--- config.mk ---
export PLATFORM = sky130hd
export DESIGN_NAME = flpy_regif
export DESIGN_NICKNAME = d
export VERILOG_FILES = /design/src/rtl/flpy_regif_pkg.sv /design/src/rtl/flpy_sync.sv /design/src/rtl/flpy_wr_capture.sv /design/src/rtl/flpy_rd_select.sv /design/src/rtl/flpy_regif.sv
export SDC_FILE = /design/constraint.sdc
export NUM_CORES = 1
export LEC_CHECK = 0
export BUFFER_PORTS_ARGS = -buffer_cell sky130_fd_sc_hd__clkbuf_2
export CAP_MARGIN = 10
export CORE_MARGIN = 2
export CORE_UTILIZATION = 30
export CTS_BUF_LIST = sky130_fd_sc_hd__clkbuf_4
export CTS_CLUSTER_DIAMETER = 80
export DETAILED_ROUTE_END_ITERATION = 6
export PLACE_DENSITY = 0.59
export SYNTH_ARGS = -nofsm -noshare
export SYNTH_HDL_FRONTEND = slang
export SYNTH_HIERARCHICAL = 1
export SYNTH_SLANG_ARGS = --single-unit
--- constraint.sdc ---
create_clock -name clk -period 3.41 [get_ports clk]
set_clock_uncertainty 0.05 [all_clocks]
set_input_delay 1.023 -clock clk [delete_from_list [all_inputs] [get_ports clk]]
set_output_delay 1.023 -clock clk [all_outputs]
set_load 0.1 [all_outputs]
--- src/rtl/flpy_regif_pkg.sv ---
package flpy_regif_pkg;

    localparam int ADDR_W     = 4;
    localparam int NUM_ENT    = 1 << ADDR_W;
    localparam int IDX_W      = ADDR_W - 1;
    localparam int NUM_STORED = 1 << IDX_W;
    localparam int SEL_W      = 3;
    localparam int ENT_W      = 2 + SEL_W;
    localparam int MAP_W      = NUM_ENT * ENT_W;

    typedef enum logic [1:0] {
        SRC_STORED = 2'd0,
        SRC_STATUS = 2'd1,
        SRC_LIVE   = 2'd2,
        SRC_CONST  = 2'd3
    } src_kind_e;

    typedef struct packed {
        src_kind_e          kind;
        logic [SEL_W-1:0]   sel;
    } src_ent_t;

    typedef struct packed {
        logic [IDX_W-1:0]   idx;
        logic               val;
    } wr_cmd_t;

    function automatic src_ent_t make_ent(src_kind_e k, int s);
        src_ent_t e;
        e.kind = k;
        e.sel  = SEL_W'(s);
        return e;
    endfunction

    // Default table: 0-7 stored flags, 8-11 status, 12-14 live, 15 constant one
    function automatic logic [MAP_W-1:0] default_map();
        logic [MAP_W-1:0] m;
        m = '0;
        for (int a = 0; a < NUM_ENT; a++) begin
            src_ent_t e;
            if (a < 8)       e = make_ent(SRC_STORED, a);
            else if (a < 12) e = make_ent(SRC_STATUS, a - 8);
            else if (a < 15) e = make_ent(SRC_LIVE, a - 12);
            else             e = make_ent(SRC_CONST, 1);
            m[a*ENT_W +: ENT_W] = e;
        end
        return m;
    endfunction

    function automatic src_ent_t ent_at(logic [MAP_W-1:0] m, int a);
        return src_ent_t'(m[a*ENT_W +: ENT_W]);
    endfunction

endpackage

--- src/rtl/flpy_sync.sv ---
module flpy_sync #(
    parameter int WIDTH  = 1,
    parameter int STAGES = 2
) (
    input  logic             clk,
    input  logic             rst,
    input  logic [WIDTH-1:0] d,
    output logic [WIDTH-1:0] q
);

    logic [WIDTH-1:0] chain [STAGES];

    always_ff @(posedge clk) begin
        if (rst) begin
            for (int s = 0; s < STAGES; s++) chain[s] <= '0;
        end else begin
            chain[0] <= d;
            for (int s = 1; s < STAGES; s++) chain[s] <= chain[s-1];
        end
    end

    assign q = chain[STAGES-1];

endmodule

--- src/rtl/flpy_wr_capture.sv ---
module flpy_wr_capture
    import flpy_regif_pkg::*;
#(
    parameter logic [NUM_STORED-1:0] RST_FLAGS = '0
) (
    input  logic                  clk,
    input  logic                  rst,
    input  logic                  wstrb_s,
    input  logic [ADDR_W-1:0]     addr_s,
    input  logic                  drive_sel,
    output logic [NUM_STORED-1:0] flags,
    output logic                  wr_pulse,
    output wr_cmd_t               wr_cmd
);

    logic    wstrb_q;
    logic    take;
    wr_cmd_t cmd_now;

    always_comb begin
        cmd_now.idx = addr_s[IDX_W-1:0];
        cmd_now.val = addr_s[ADDR_W-1];
        take        = wstrb_s & ~wstrb_q & drive_sel;
    end

    always_ff @(posedge clk) begin
        if (rst) begin
            wstrb_q  <= 1'b0;
            flags    <= RST_FLAGS;
            wr_cmd   <= '0;
            wr_pulse <= 1'b0;
        end else begin
            wstrb_q  <= wstrb_s;
            wr_pulse <= 1'b0;
            if (take) begin
                flags[cmd_now.idx] <= cmd_now.val;
                wr_cmd             <= cmd_now;
                wr_pulse           <= 1'b1;
            end
        end
    end

endmodule

--- src/rtl/flpy_rd_select.sv ---
module flpy_rd_select
    import flpy_regif_pkg::*;
#(
    parameter int               NUM_STATUS = 4,
    parameter int               NUM_LIVE   = 3,
    parameter logic [MAP_W-1:0] SRC_MAP    = default_map()
) (
    input  logic [ADDR_W-1:0]     addr,
    input  logic [NUM_STORED-1:0] flags,
    input  logic [NUM_STATUS-1:0] status_in,
    input  logic [NUM_LIVE-1:0]   live_in,
    input  logic                  drive_sel,
    output logic                  rd_bit,
    output logic                  rd_oe
);

    logic [NUM_ENT-1:0] ent_bit;

    for (genvar e = 0; e < NUM_ENT; e++) begin : g_ent
        localparam src_ent_t ENT   = ent_at(SRC_MAP, e);
        localparam int       SEL_I = int'(ENT.sel);
        if (ENT.kind == SRC_STORED) begin : g_stored
            assign ent_bit[e] = flags[SEL_I];
        end else if (ENT.kind == SRC_STATUS && SEL_I < NUM_STATUS) begin : g_status
            assign ent_bit[e] = status_in[SEL_I];
        end else if (ENT.kind == SRC_LIVE && SEL_I < NUM_LIVE) begin : g_live
            assign ent_bit[e] = live_in[SEL_I];
        end else if (ENT.kind == SRC_CONST) begin : g_const
            assign ent_bit[e] = ENT.sel[0];
        end else begin : g_none
            assign ent_bit[e] = 1'b0;
        end
    end

    always_comb begin
        rd_oe  = drive_sel;
        rd_bit = drive_sel & ent_bit[addr];
    end

endmodule

--- src/rtl/flpy_regif.sv ---
module flpy_regif
    import flpy_regif_pkg::*;
#(
    parameter int                    NUM_STATUS = 4,
    parameter int                    NUM_LIVE   = 3,
    parameter int                    SYNC_STG   = 2,
    parameter logic [MAP_W-1:0]      SRC_MAP    = default_map(),
    parameter logic [NUM_STORED-1:0] RST_FLAGS  = '0
) (
    input  logic                  clk,
    input  logic                  rst,
    input  logic                  drive_sel,
    input  logic [ADDR_W-1:0]     addr_in,
    input  logic                  wstrb_in,
    input  logic [NUM_STATUS-1:0] status_in,
    input  logic [NUM_LIVE-1:0]   live_in,
    output logic                  rd_bit,
    output logic                  rd_oe,
    output logic                  wr_pulse,
    output logic [IDX_W-1:0]      wr_idx,
    output logic                  wr_val
);

    localparam int SYNC_W = ADDR_W + 1;

    logic [SYNC_W-1:0]     sync_q;
    logic [NUM_STORED-1:0] flags;
    wr_cmd_t               wr_cmd;

    flpy_sync #(
        .WIDTH  (SYNC_W),
        .STAGES (SYNC_STG)
    ) u_sync (
        .clk (clk),
        .rst (rst),
        .d   ({wstrb_in, addr_in}),
        .q   (sync_q)
    );

    flpy_wr_capture #(
        .RST_FLAGS (RST_FLAGS)
    ) u_wr (
        .clk       (clk),
        .rst       (rst),
        .wstrb_s   (sync_q[SYNC_W-1]),
        .addr_s    (sync_q[ADDR_W-1:0]),
        .drive_sel (drive_sel),
        .flags     (flags),
        .wr_pulse  (wr_pulse),
        .wr_cmd    (wr_cmd)
    );

    flpy_rd_select #(
        .NUM_STATUS (NUM_STATUS),
        .NUM_LIVE   (NUM_LIVE),
        .SRC_MAP    (SRC_MAP)
    ) u_rd (
        .addr      (addr_in),
        .flags     (flags),
        .status_in (status_in),
        .live_in   (live_in),
        .drive_sel (drive_sel),
        .rd_bit    (rd_bit),
        .rd_oe     (rd_oe)
    );

    assign wr_idx = wr_cmd.idx;
    assign wr_val = wr_cmd.val;

endmodule

After elaboration in Yosys (flattened, before gate mapping)
Memories as Yosys holds them, arrays and structs flattened.
Cells that the tools add are included.

word-level totals
  memories kept = 1
  flip-flop bits (word level) = 14
  bits of input ports = 15
  memory bits (writable) = 10
  output and inout port bits = 7
  word-level logic and storage cells = 27

operators by class
  bitwise gates (word level) = 6
  muxes and demuxes = 11
  reduce and logical (&&, ||, !) cells = 1
  $lt $le $gt $ge = 3

memories
  memory        depth  width  rd ports  clocked after Yosys merged registers in  write ports  RTL line         RTL
  u_sync.chain  2      5      2         0                                        2            flpy_sync.sv:11  logic [WIDTH-1:0] chain [STAGES];

operators with widths
  kind                  count
  $mux W5               2
  $bwmux W8             1
  $mux W1               6
  $lt A4 B5 Y1 const B  1
  $bmux W1 S4           1
  $lt A3 B4 Y1 const B  1
  $and A1 B1 Y1         3
  $demux W1 S3          1
  $ge A3 B1 Y1 const B  1
  $or A1 B1 Y1          2
  $logic_and A1 B1 Y1   1
  $not A1 Y1            1

Longest topological paths before layout
Gate-level depths: netlist of the first run.
An unclocked memory read counts as a cell.

  word-level depth = 6
  mapped depth = 5
  gate-level depth less buffers = 4

Modules after synthesis
Netlist of the first run, hierarchy kept.

modules (own cells, without submodules)
  module           area an instance (µm²)  instances  cells each  seq. area each (µm²)
  flpy_wr_capture  609.3                   1          64          280.3
  flpy_sync        300.3                   1          25          200.2
  flpy_rd_select   138.9                   1          9           0.0

Least setup slack after synthesis of the first run
OpenSTA, ideal clock, no wires.

  kind = input port to output port
  start = in addr_in[0]
  end = out rd_bit
  arrival time = 2.474 ns
  path buffers = 0
  data required time = 2.337 ns
  setup slack = -0.137 ns
  stages = 3
  cells stage by stage = mux4_1 > mux4_2 > and2_1

between the ends
  word-level cells in the longest chain between the ends = 3

RTL lines
  element                        RTL line              RTL
  start, declared                flpy_regif.sv:13      input logic [ADDR_W-1:0] addr_in,
  $bmux W1 S4                    flpy_rd_select.sv:37  rd_bit = drive_sel & ent_bit[addr];
  $mux W1 (not written as such)  flpy_rd_select.sv:37
  $and A1 B1 Y1                  flpy_rd_select.sv:37
  end, declared                  flpy_regif.sv:17      output logic rd_bit,

Every way passes these cells. The select of a mux whose other input is x is not followed.

Worst setup path after layout of the first run
Ends and elaborated chain as after synthesis.

==> flow_metrics.tcl, run 1 <==
set metrics [dict create \
    syn-mean-instance-area_sq_um 10.7 \
    hold_end "u_sync/chain[0][6]" \
    arrival_ns 2.43 \
    p_total_w 0.000469 \
    reg2reg_from "u_sync/chain[0][9]" \
    layout-drive-gt1-share 0.283 \
    synth_top_area_cell "dfxtp_1" \
    ant_nets 0 \
    grt_util_all_layers 0.101 \
    timing.final.ws_setup_ns -0.0954 \
    ys_seq_area_frac 0.458 \
    syn_to_final_growth_pct 13.8 \
    cts.sinks 24 \
    power.switching_w 0.000115 \
    status "complete, but fails checks" \
    final_cell_mix "dfxtp_1, clkbuf_2, nor2b_1" \
    grt_start_max_net_pins 26 \
    holdPathStages 1 \
    p_int_w 0.000355 \
    io_pins 22 \
    cts_tree "done" \
    cpPeakStageDelay_ns 0.49 \
    coreArea_sq_um 3340 \
    drtIter0Drc 17 \
    grt-ovfl-total 0 \
    grt_pass1_vias 676 \
    antenna_cells 0 \
    synthArstFlopShare 0 \
    nets 129 \
    syn_area_sq_um 1050 \
    violations "negative setup slack" \
    yosysWarnings 6 \
    layout_commonest_cell "dfxtp_1" \
    max_freq_mhz 285 \
    clk_path_buf_depth 2 \
    maxCapViolations 0 \
    crit_slowest_cell "mux4_2" \
    syn-num-nets 113 \
    rsz0062_at_grt "true" \
    cpMostUsedCell "mux4_2" \
    first_pass_iters 4 \
    ys_top_cells_by_area "dfxtp_1, mux2i_1, mux4_1" \
    start_util 0.314 \
    min_period_ns 3.51 \
    p_leak_nw 0.484 \
    place.gp.congestion 0.741 \
    die_area_sq_um 3980 \
    grt_first_pass_wirelength_um 3170 \
    endpoint_kind "primary output" \
    power_frac_clock 0.261 \
    netlist_instances 98 \
    finalCritPeriodShare 1.03 \
    die_h_um 63.1 \
    clock_latency_ns 0.30 \
    reg2reg_depth 3 \
    p_comb_frac 0.118 \
    yosysTopAreaCellShare 0.458 \
    via_per_inst 4.45 \
    cts-root-buf "clkbuf_4" \
    p_seq_frac 0.622 \
    ys_ff_latch 24 \
    hold_viol_final 0 \
    numCtsBuffers 3 \
    place_inst 154 \
    stdcell_count 159 \
    setup.worst_path.class "in2out" \
    wire_per_inst_um 11.5 \
    swShare 0.245 \
    crit_path_start_kind "input pin" \
    p_per_area_nw_per_um2 393 \
    relSlewSlack 0.642 \
    clkSlewWorstSetupHoldPaths_ns 0.12 \
    dp_hpwl_um 1340 \
    path_cells "clkbuf_16 > mux4_2 > mux4_2 > and2_4 > buf_12" \
    min_from "u_sync/chain[0][1]" \
    crit_fanout 5 \
    cts_max_level 1 \
    routed_wl_um 1820 \
    setup_viol 1 \
    synth_edf_count 0 \
    num_vias 708 \
    numPortBuffers 21 \
    fillers 372 \
    synth_ff_type "dfxtp_1" \
    worst_slew_pin_slew_ns 0.539 \
    vdd_drop_max_v 0.000105 \
    worst_ep_required_time_ns 2.34 \
    die_x_um 63.1 \
    regToRegSetupSlack_ns 2.15 \
    hp-class "reg2reg" \
    report.final.slew_viol_count 0 \
    row_count 21 \
    timing.rr.end "u_wr/flags[5]" \
    antenna_found_initial 0 \
    yosysUniqueCellTypes 22 \
    drc 0 \
]
worst max-delay path: cells and delay by family:
| family | cells | cell delay [ns] |
|---|---|---|
| buffers and inverters | 2 | 0.28 |
| muxes | 2 | 0.97 |
| and+or+nand+nor | 1 | 0.16 |
how the worst max path moves through the flow:
stage	start	to	slack, ns	cells past startpoint
after floorplan	addr_in[0]	rd_bit	0.09	3
after global placement	addr_in[0]	rd_bit	-0.22	5
after detailed placement	addr_in[0]	rd_bit	-0.25	5
after CTS	addr_in[0]	rd_bit	-0.11	5
after global routing	addr_in[0]	rd_bit	-0.14	5
final	addr_in[0]	rd_bit	-0.1	5
through the flow:
stage               area, sq um   util  TNS (ns)  worst slack, ns  hold slack, ns
detailed placement         1150  0.345    -0.251           -0.251           0.379
floorplan                  1050      -         0           0.0852           0.364
finish                     1190  0.358   -0.0954          -0.0954           0.405
CTS                        1190  0.358    -0.108           -0.108           0.408
global placement           1150  0.345    -0.216           -0.216           0.368
global route               1190  0.358    -0.139           -0.139           0.418
cells by family (layout without fill, tap and decap cells):
family                 Yosys count  in the layout  synth area share
AO/OA/AOI/OAI                    6              6            0.0322
multiplexers                    13             13             0.183
buffers and inverters           11             26            0.0740
flip-flops                      24             24             0.458
AND/OR/NAND/NOR                 44             44             0.253
timing repair:
item	in CTS	in global routing
setup buffers	1	0
pin swaps	1	0
gates resized for setup	6	0
setup endpoints to repair	1	1
hold buffers	0	0
final cells by class:
cell class                 instances  area (sq um)  share of cell area
tap                               46          57.6              0.0482
clock buffer                       3          22.5              0.0189
sequential                        24           480               0.403
clock inverter                     1          3.75             0.00314
multi-input combinational         63           482               0.404
timing repair buffer              22           148               0.124
power groups by stage:
| stage | clock [W] | combinational [W] | sequential, W |
|---|---|---|---|
| after floorplan | 0 | 0.0000374 | 0.000298 |
| after global placement | 0 | 0.0000517 | 0.000298 |
| after detailed placement | 0 | 0.0000522 | 0.000298 |
| after CTS | 0.000127 | 0.0000561 | 0.000292 |
| after global routing | 0.000141 | 0.0000600 | 0.000293 |
| final | 0.000122 | 0.0000553 | 0.000292 |
registers in the layout (all words and copies together) (netlist names):
name	cells
u_wr/flags	8
u_sync/chain	10
u_wr/wstrb_q	1
u_wr/wr_cmd	4
u_wr/wr_pulse	1
synth_stat cells (all sizes together) (2+ instances only):
master   n
a21oi    5
buf     10
dfxtp   24
mux2i    9
mux4     4
nand2   10
nand2b   8
nand3    2
nand4b   2
nor2     4
nor2b   11
nor3     2
routing by layer:
layer | global-route usage | wire (um) | vias up
met4 | 0.0500 | 0 | 0
met3 | 0.0161 | 40 | 0
met5 | 0 | 0 | -
met2 | 0.157 | 881 | 14
met1 | 0.137 | 903 | 333
li1 | - | - | 361
Note: power is estimated with default switching activity, not from simulation.
==> run 2, diff against run 1 <==
REMOVE_ABC_BUFFERS = 1   (was default)
==> run 2 against run 1 <==
  * The flow still finishes with violations (negative setup slack)
  * Sequential power about the same
  * Sequential cell count unchanged
  * Sequential share of layout area up 0.13 points
  * Worst hold slack worse by 0.0044 ns
  * Fmax up 0.73%
  * Via count down 1.7%
  * Total power up 0.72%
  * Die area unchanged
  * Clock-buffer cell count unchanged
  * Final area down 0.31%
==> flow_metrics.tcl, run 2 (synthesis gave the netlist of run 1 again) <==
set metrics [dict create \
    postCtsHoldBufs 0 \
    timing.final.ws_setup_ns -0.0701 \
    grt_util_all_layers 0.107 \
    routedLengthMet1_um 880 \
    regToRegSetupSlack_ns 2.11 \
    report.final.slew_viol_count 0 \
    grt_start_max_net_pins 26 \
    row_count 21 \
    arrival_ns 2.41 \
    p_int_w 0.000353 \
    stdcell_count 158 \
    reg2reg_depth 3 \
    wl_met2_um 928 \
    cts.sinks 24 \
    worst_ep_required_time_ns 2.34 \
    power_frac_clock 0.266 \
    worstSetupPathDepth 5 \
    first_pass_iters 4 \
    multiInputGateArea_sq_um 482 \
    max_freq_mhz 287 \
    top_layer "met4" \
    cts-root-buf "clkbuf_4" \
    setup.worst_path.class "in2out" \
    fillers 352 \
    syn_to_final_growth_pct 13.5 \
    final_util 0.357 \
    status "complete, but fails checks" \
    grt-ovfl-total 0 \
    wl_met3_um 68 \
    die_x_um 63.1 \
    seq_area_sq_um 480 \
    numPortBuffers 21 \
    p_comb_frac 0.116 \
    path_cells "clkbuf_16 > mux4_2 > mux4_2 > and2_4 > buf_12" \
    p_leak_nw 0.483 \
    cpPeakStageDelay_ns 0.48 \
    grt_pass1_vias 694 \
    via_per_inst 4.41 \
    clock_latency_ns 0.32 \
    hold_ws_ns 0.401 \
    maxCapViolations 0 \
    reg_top3 "u_sync/chain x10, u_wr/flags x8, u_wr/wr_cmd x4" \
    power.switching_w 0.000119 \
    nets 129 \
    reg2reg_from "u_sync/chain[0][9]" \
    finalCritPeriodShare 1.02 \
    layout_commonest_cell "dfxtp_1" \
    place_inst 154 \
    hold_viol_final 0 \
    startpoint "addr_in[0]" \
    worst-path-buf-inv 2 \
    relSlewSlack 0.637 \
    dp_hpwl_um 1360 \
    clkSlewWorstSetupHoldPaths_ns 0.13 \
    hp-class "reg2reg" \
    antenna_found_initial 0 \
    numCtsBuffers 3 \
    largest_register "u_sync/chain" \
    die_area_sq_um 3980 \
    crit_path_start_kind "input pin" \
    min_period_ns 3.48 \
    die_h_um 63.1 \
    swShare 0.253 \
    coreArea_sq_um 3340 \
    start_util 0.314 \
    violations "negative setup slack" \
    layout-drive-gt1-share 0.286 \
    crit_path_end "rd_bit" \
    endpoint_kind "primary output" \
    dpl_worst_slack_ns -0.248 \
    antenna_cells 0 \
    crit_slowest_cell "mux4_2" \
    crit_fanout 4 \
    fin_setup_tns_ns -0.0701 \
    drtIter0Drc 21 \
    largest_reg_flops 10 \
    final_cell_mix "dfxtp_1, clkbuf_2, nor2b_1" \
    ant_nets 0 \
    critPathTopFamily "multiplexers" \
    p_per_area_nw_per_um2 397 \
    setup_viol 1 \
    rsz0062_at_grt "true" \
    drc 0 \
    io_pins 22 \
    worst_slew_pin_slew_ns 0.547 \
    cts_tree "done" \
    cts_max_level 1 \
    p_seq_frac 0.618 \
    num_vias 696 \
    wire_per_inst_um 12.1 \
    timing.rr.end "u_wr/flags[7]" \
    cpMostUsedCell "mux4_2" \
    place.gp.congestion 0.727 \
    grt_first_pass_wirelength_um 3210 \
    vdd_drop_max_v 0.0000975 \
    routed_wl_um 1910 \
    clk_path_buf_depth 2 \
]
-- run 2: layout make-up --
class,instances,share of cell area
clock buffer,3,0.0189
multi-input combinational,63,0.405
sequential,24,0.404
tap,46,0.0484
timing repair buffer,22,0.124
-- run 2: how the worst min path moves through the flow --
stage | slack (ns) | to | startpoint | cells past startpoint
floorplan | 0.36 | u_sync/chain[0][5] | u_sync/chain[0][0] | 1
global placement | 0.37 | u_sync/chain[0][6] | u_sync/chain[0][1] | 1
detailed placement | 0.37 | u_sync/chain[0][6] | u_sync/chain[0][1] | 1
CTS | 0.40 | u_sync/chain[0][6] | u_sync/chain[0][1] | 1
global route | 0.42 | u_sync/chain[0][7] | u_sync/chain[0][2] | 1
finish | 0.40 | u_sync/chain[0][6] | u_sync/chain[0][1] | 1
-- run 2: what timing repair did --
item | in CTS | in global routing
pin swaps | 1 | 0
gates resized for setup | 7 | 0
cloned | 0 | 0
buffers inserted | 0 | 1
endpoints found under the setup margin | 1 | 1
-- run 2: metal layers --
| metal | vias to the layer above | global-route usage |
|---|---|---|
| met2 | 15 | 0.164 |
| met1 | 320 | 0.132 |
| met4 | 0 | 0.0750 |
| li1 | 358 | - |
| met5 | - | 0 |
| met3 | 3 | 0.0232 |
-- run 2: power groups by stage --
stage / logic (W) / registers (W) / clock network [W]
2_1_floorplan: 0.0000220 / 0.000301 / 0
3_3_place_gp: 0.0000503 / 0.000298 / 0
3_5_place_dp: 0.0000512 / 0.000299 / 0
4_1_cts: 0.0000548 / 0.000292 / 0.000128
5_1_grt: 0.0000589 / 0.000293 / 0.000144
6_report: 0.0000550 / 0.000292 / 0.000126
-- run 2: through the flow --
step                power [W]  cell area [sq um]
finish               0.000473               1190
global route         0.000496               1190
CTS                  0.000475               1180
detailed placement   0.000350               1150
global placement     0.000349               1150
floorplan            0.000323                971
==> run 3, diff against run 2 <==
CORE_ASPECT_RATIO = 1.2   (was default)
PLACE_DENSITY = 0.6   (was 0.59)
SYNTH_HIERARCHICAL = default   (was 1)
TNS_END_PERCENT = 20   (was default)
==> run 3 against run 2 <==
  * The flow still finishes with violations (negative setup slack)
  * Fmax down 0.40%
  * Die area shrank 9.0%
  * Worst hold slack gained 0.0022 ns
  * Final area shrank 5.3%
  * Sequential cell count stayed put
  * Critical endpoint unchanged
  * Largest cell class is now registers
==> flow_metrics.tcl, run 3 <==
set metrics [dict create \
    crit_fanout 4 \
    violations "negative setup slack" \
    ys_ff_latch 24 \
    start_util 0.313 \
    die_area_sq_um 3620 \
    report.final.slew_viol_count 0 \
    layout_commonest_cell "dfxtp_1" \
    worst_ep_required_time_ns 2.34 \
    place.gp.congestion 0.760 \
    p_comb_frac 0.112 \
    antenna_cells 0 \
    syn-mean-instance-area_sq_um 11.1 \
    min_period_ns 3.49 \
    num_vias 656 \
    vdd_drop_max_v 0.000202 \
    synthArstFlopShare 0 \
    synth_edf_count 0 \
    clock_latency_ns 0.31 \
    rsz0062_at_grt "true" \
    row_count 22 \
    dpl_worst_slack_ns -0.243 \
    reg2reg_depth 4 \
    yosys-mux-area-fraction 0.234 \
    routed_wl_um 1690 \
    p_leak_nw 0.455 \
    use_met2 0.161 \
    power_frac_clock 0.267 \
    synth-xor-area-share 0 \
    ys_top_cells_by_area "dfxtp_1, mux2i_1, mux4_1" \
    largest_register "u_sync.chain" \
    cpMostUsedCell "mux4_2" \
    crit_path_end "rd_bit" \
    setup_viol 1 \
    via_per_inst 4.62 \
    first_pass_iters 4 \
    p_per_area_nw_per_um2 416 \
    yosysTopAreaCellShare 0.507 \
    wire_per_inst_um 11.9 \
    stdcell_count 142 \
    p_total_w 0.000469 \
    synthAdderAreaFrac 0 \
    ys_seq_area_frac 0.507 \
    finalCritPeriodShare 1.02 \
    cpPeakStageDelay_ns 0.48 \
    p_seq_frac 0.622 \
    drtIter0Drc 16 \
    syn_area_sq_um 947 \
    arrival_ns 2.42 \
    swShare 0.247 \
    met1_usage 0.117 \
    grt-ovfl-total 0 \
    endpoint_kind "primary output" \
    status "complete, but fails checks" \
    synth_compound_area_frac 0.0159 \
    ant_nets 0 \
    dpl_cell_area_sq_um 1090 \
    setup.worst_path.class "in2out" \
    fin_area_sq_um 1130 \
    reg2reg_from "u_wr.wstrb_q" \
    synth_top_family_by_area "multiplexers" \
    cts.sinks 24 \
    hp-class "reg2reg" \
    hold_ws_ns 0.403 \
    maxCapViolations 0 \
    reg_top3 "u_sync.chain x10, u_wr.flags x8, u_wr.wr_cmd x4" \
    timing.rr.end "u_wr.flags[4]" \
    io_pins 22 \
    synth_most_common_cell "dfxtp_1" \
    synth_ff_type "dfxtp_1" \
    netlist_instances 85 \
    regToRegSetupSlack_ns 1.74 \
    numPortBuffers 21 \
    postCtsHoldBufs 0 \
    clkSlewWorstSetupHoldPaths_ns 0.12 \
    timing.final.ws_setup_ns -0.0840 \
    drc 0 \
    relSlewSlack 0.641 \
    grt_util_all_layers 0.0973 \
    nets 122 \
    cts_tree "done" \
    synthTopCellsByCount "dfxtp_1, nor2_1, mux2i_1" \
    crit_path_start_kind "input pin" \
    worst_slew_pin_slew_ns 0.541 \
    numCtsBuffers 3 \
    dp_hpwl_um 1270 \
    syn_to_final_growth_pct 19.0 \
    grt_first_pass_wirelength_um 2800 \
    startpoint "addr_in[0]" \
    grt_start_max_net_pins 25 \
    path_cells "clkbuf_16 > mux4_2 > mux4_2 > and2_4 > buf_12" \
    max_freq_mhz 286 \
    yosysWarnings 0 \
    yosys.area_share.simple 0.211 \
    grt_pass1_vias 622 \
    fillers 320 \
    grt.met3_usage 0.0276 \
    yosysUniqueCellTypes 19 \
    synth_top_area_cell "dfxtp_1" \
    antenna_found_initial 0 \
    hold_viol_final 0 \
    coreArea_sq_um 3030 \
    largest_reg_flops 10 \
    crit_slowest_cell "mux4_2" \
    power.switching_w 0.000116 \
    die_h_um 65.6 \
    final_cell_mix "dfxtp_1, clkbuf_2, nor2_1" \
    clk_path_buf_depth 2 \
    die_x_um 55.3 \
    place_inst 138 \
    cts-root-buf "clkbuf_4" \
    layout-drive-gt1-share 0.283 \
    p_int_w 0.000353 \
    busiest_layer "met2" \
    cts_max_level 1 \
]
run 3: power by group through the flow:
stage                     sequential (W)  combinational [W]  clock (W)
after detailed placement        0.000298          0.0000496          0
final                           0.000291          0.0000523   0.000125
after global routing            0.000293          0.0000554   0.000140
after global placement          0.000298          0.0000483          0
after floorplan                 0.000300          0.0000193          0
after CTS                       0.000292          0.0000531   0.000128
run 3: worst min-delay path by stage:
| stage | startpoint | end | slack, ns | cells past startpoint |
|---|---|---|---|---|
| 2_1_floorplan | u_sync.chain[0][0] | u_sync.chain[0][5] | 0.36 | 1 |
| 3_3_place_gp | u_sync.chain[0][2] | u_sync.chain[0][7] | 0.37 | 1 |
| 3_5_place_dp | u_sync.chain[0][2] | u_sync.chain[0][7] | 0.38 | 1 |
| 4_1_cts | u_sync.chain[0][0] | u_sync.chain[0][5] | 0.41 | 1 |
| 5_1_grt | u_sync.chain[0][0] | u_sync.chain[0][5] | 0.42 | 1 |
| 6_report | u_sync.chain[0][2] | u_sync.chain[0][7] | 0.40 | 1 |
run 3: timing repair:
| item | 4_1_cts | 5_1_grt |
|---|---|---|
| gates resized for setup | 7 | 0 |
| endpoints found under the setup margin | 1 | 1 |
| setup buffers | 0 | 0 |
| pin swaps | 1 | 0 |
run 3: through the flow:
stage / utilization / TNS, ns
2_1_floorplan: - / -0.137
3_3_place_gp: 0.360 / -0.202
3_5_place_dp: 0.360 / -0.243
4_1_cts: 0.372 / -0.0889
5_1_grt: 0.372 / -0.113
6_report: 0.372 / -0.0840
run 3: cell families after synthesis:
logic type,Yosys count
buffers and inverters,5
AND/OR/NAND/NOR,37
AO/OA/AOI/OAI,3
flip-flops,24
multiplexers,16
run 3: final cells by class:
cell class | instances | area [sq um] | area share
clock buffers | 3 | 22.5 | 0.0200
flip-flops and latches | 24 | 480 | 0.426
repair buffers | 22 | 148 | 0.131
well taps | 36 | 45.0 | 0.0400
multi-input cells | 56 | 428 | 0.380
clock inverters | 1 | 3.75 | 0.00333
run 3: worst max-delay path, delay by kind of cell:
| kind | cells | cell delay, ns |
|---|---|---|
| AND/OR/NAND/NOR | 1 | 0.16 |
| multiplexers | 2 | 0.96 |
| buffers and inverters | 2 | 0.27 |
run 3: layer usage:
| metal | routed length [um] | vias up |
|---|---|---|
| li1 | - | 334 |
| met1 | 760 | 298 |
| met2 | 806 | 22 |
| met3 | 109 | 2 |
| met4 | 17 | 0 |
| met5 | 0 | - |
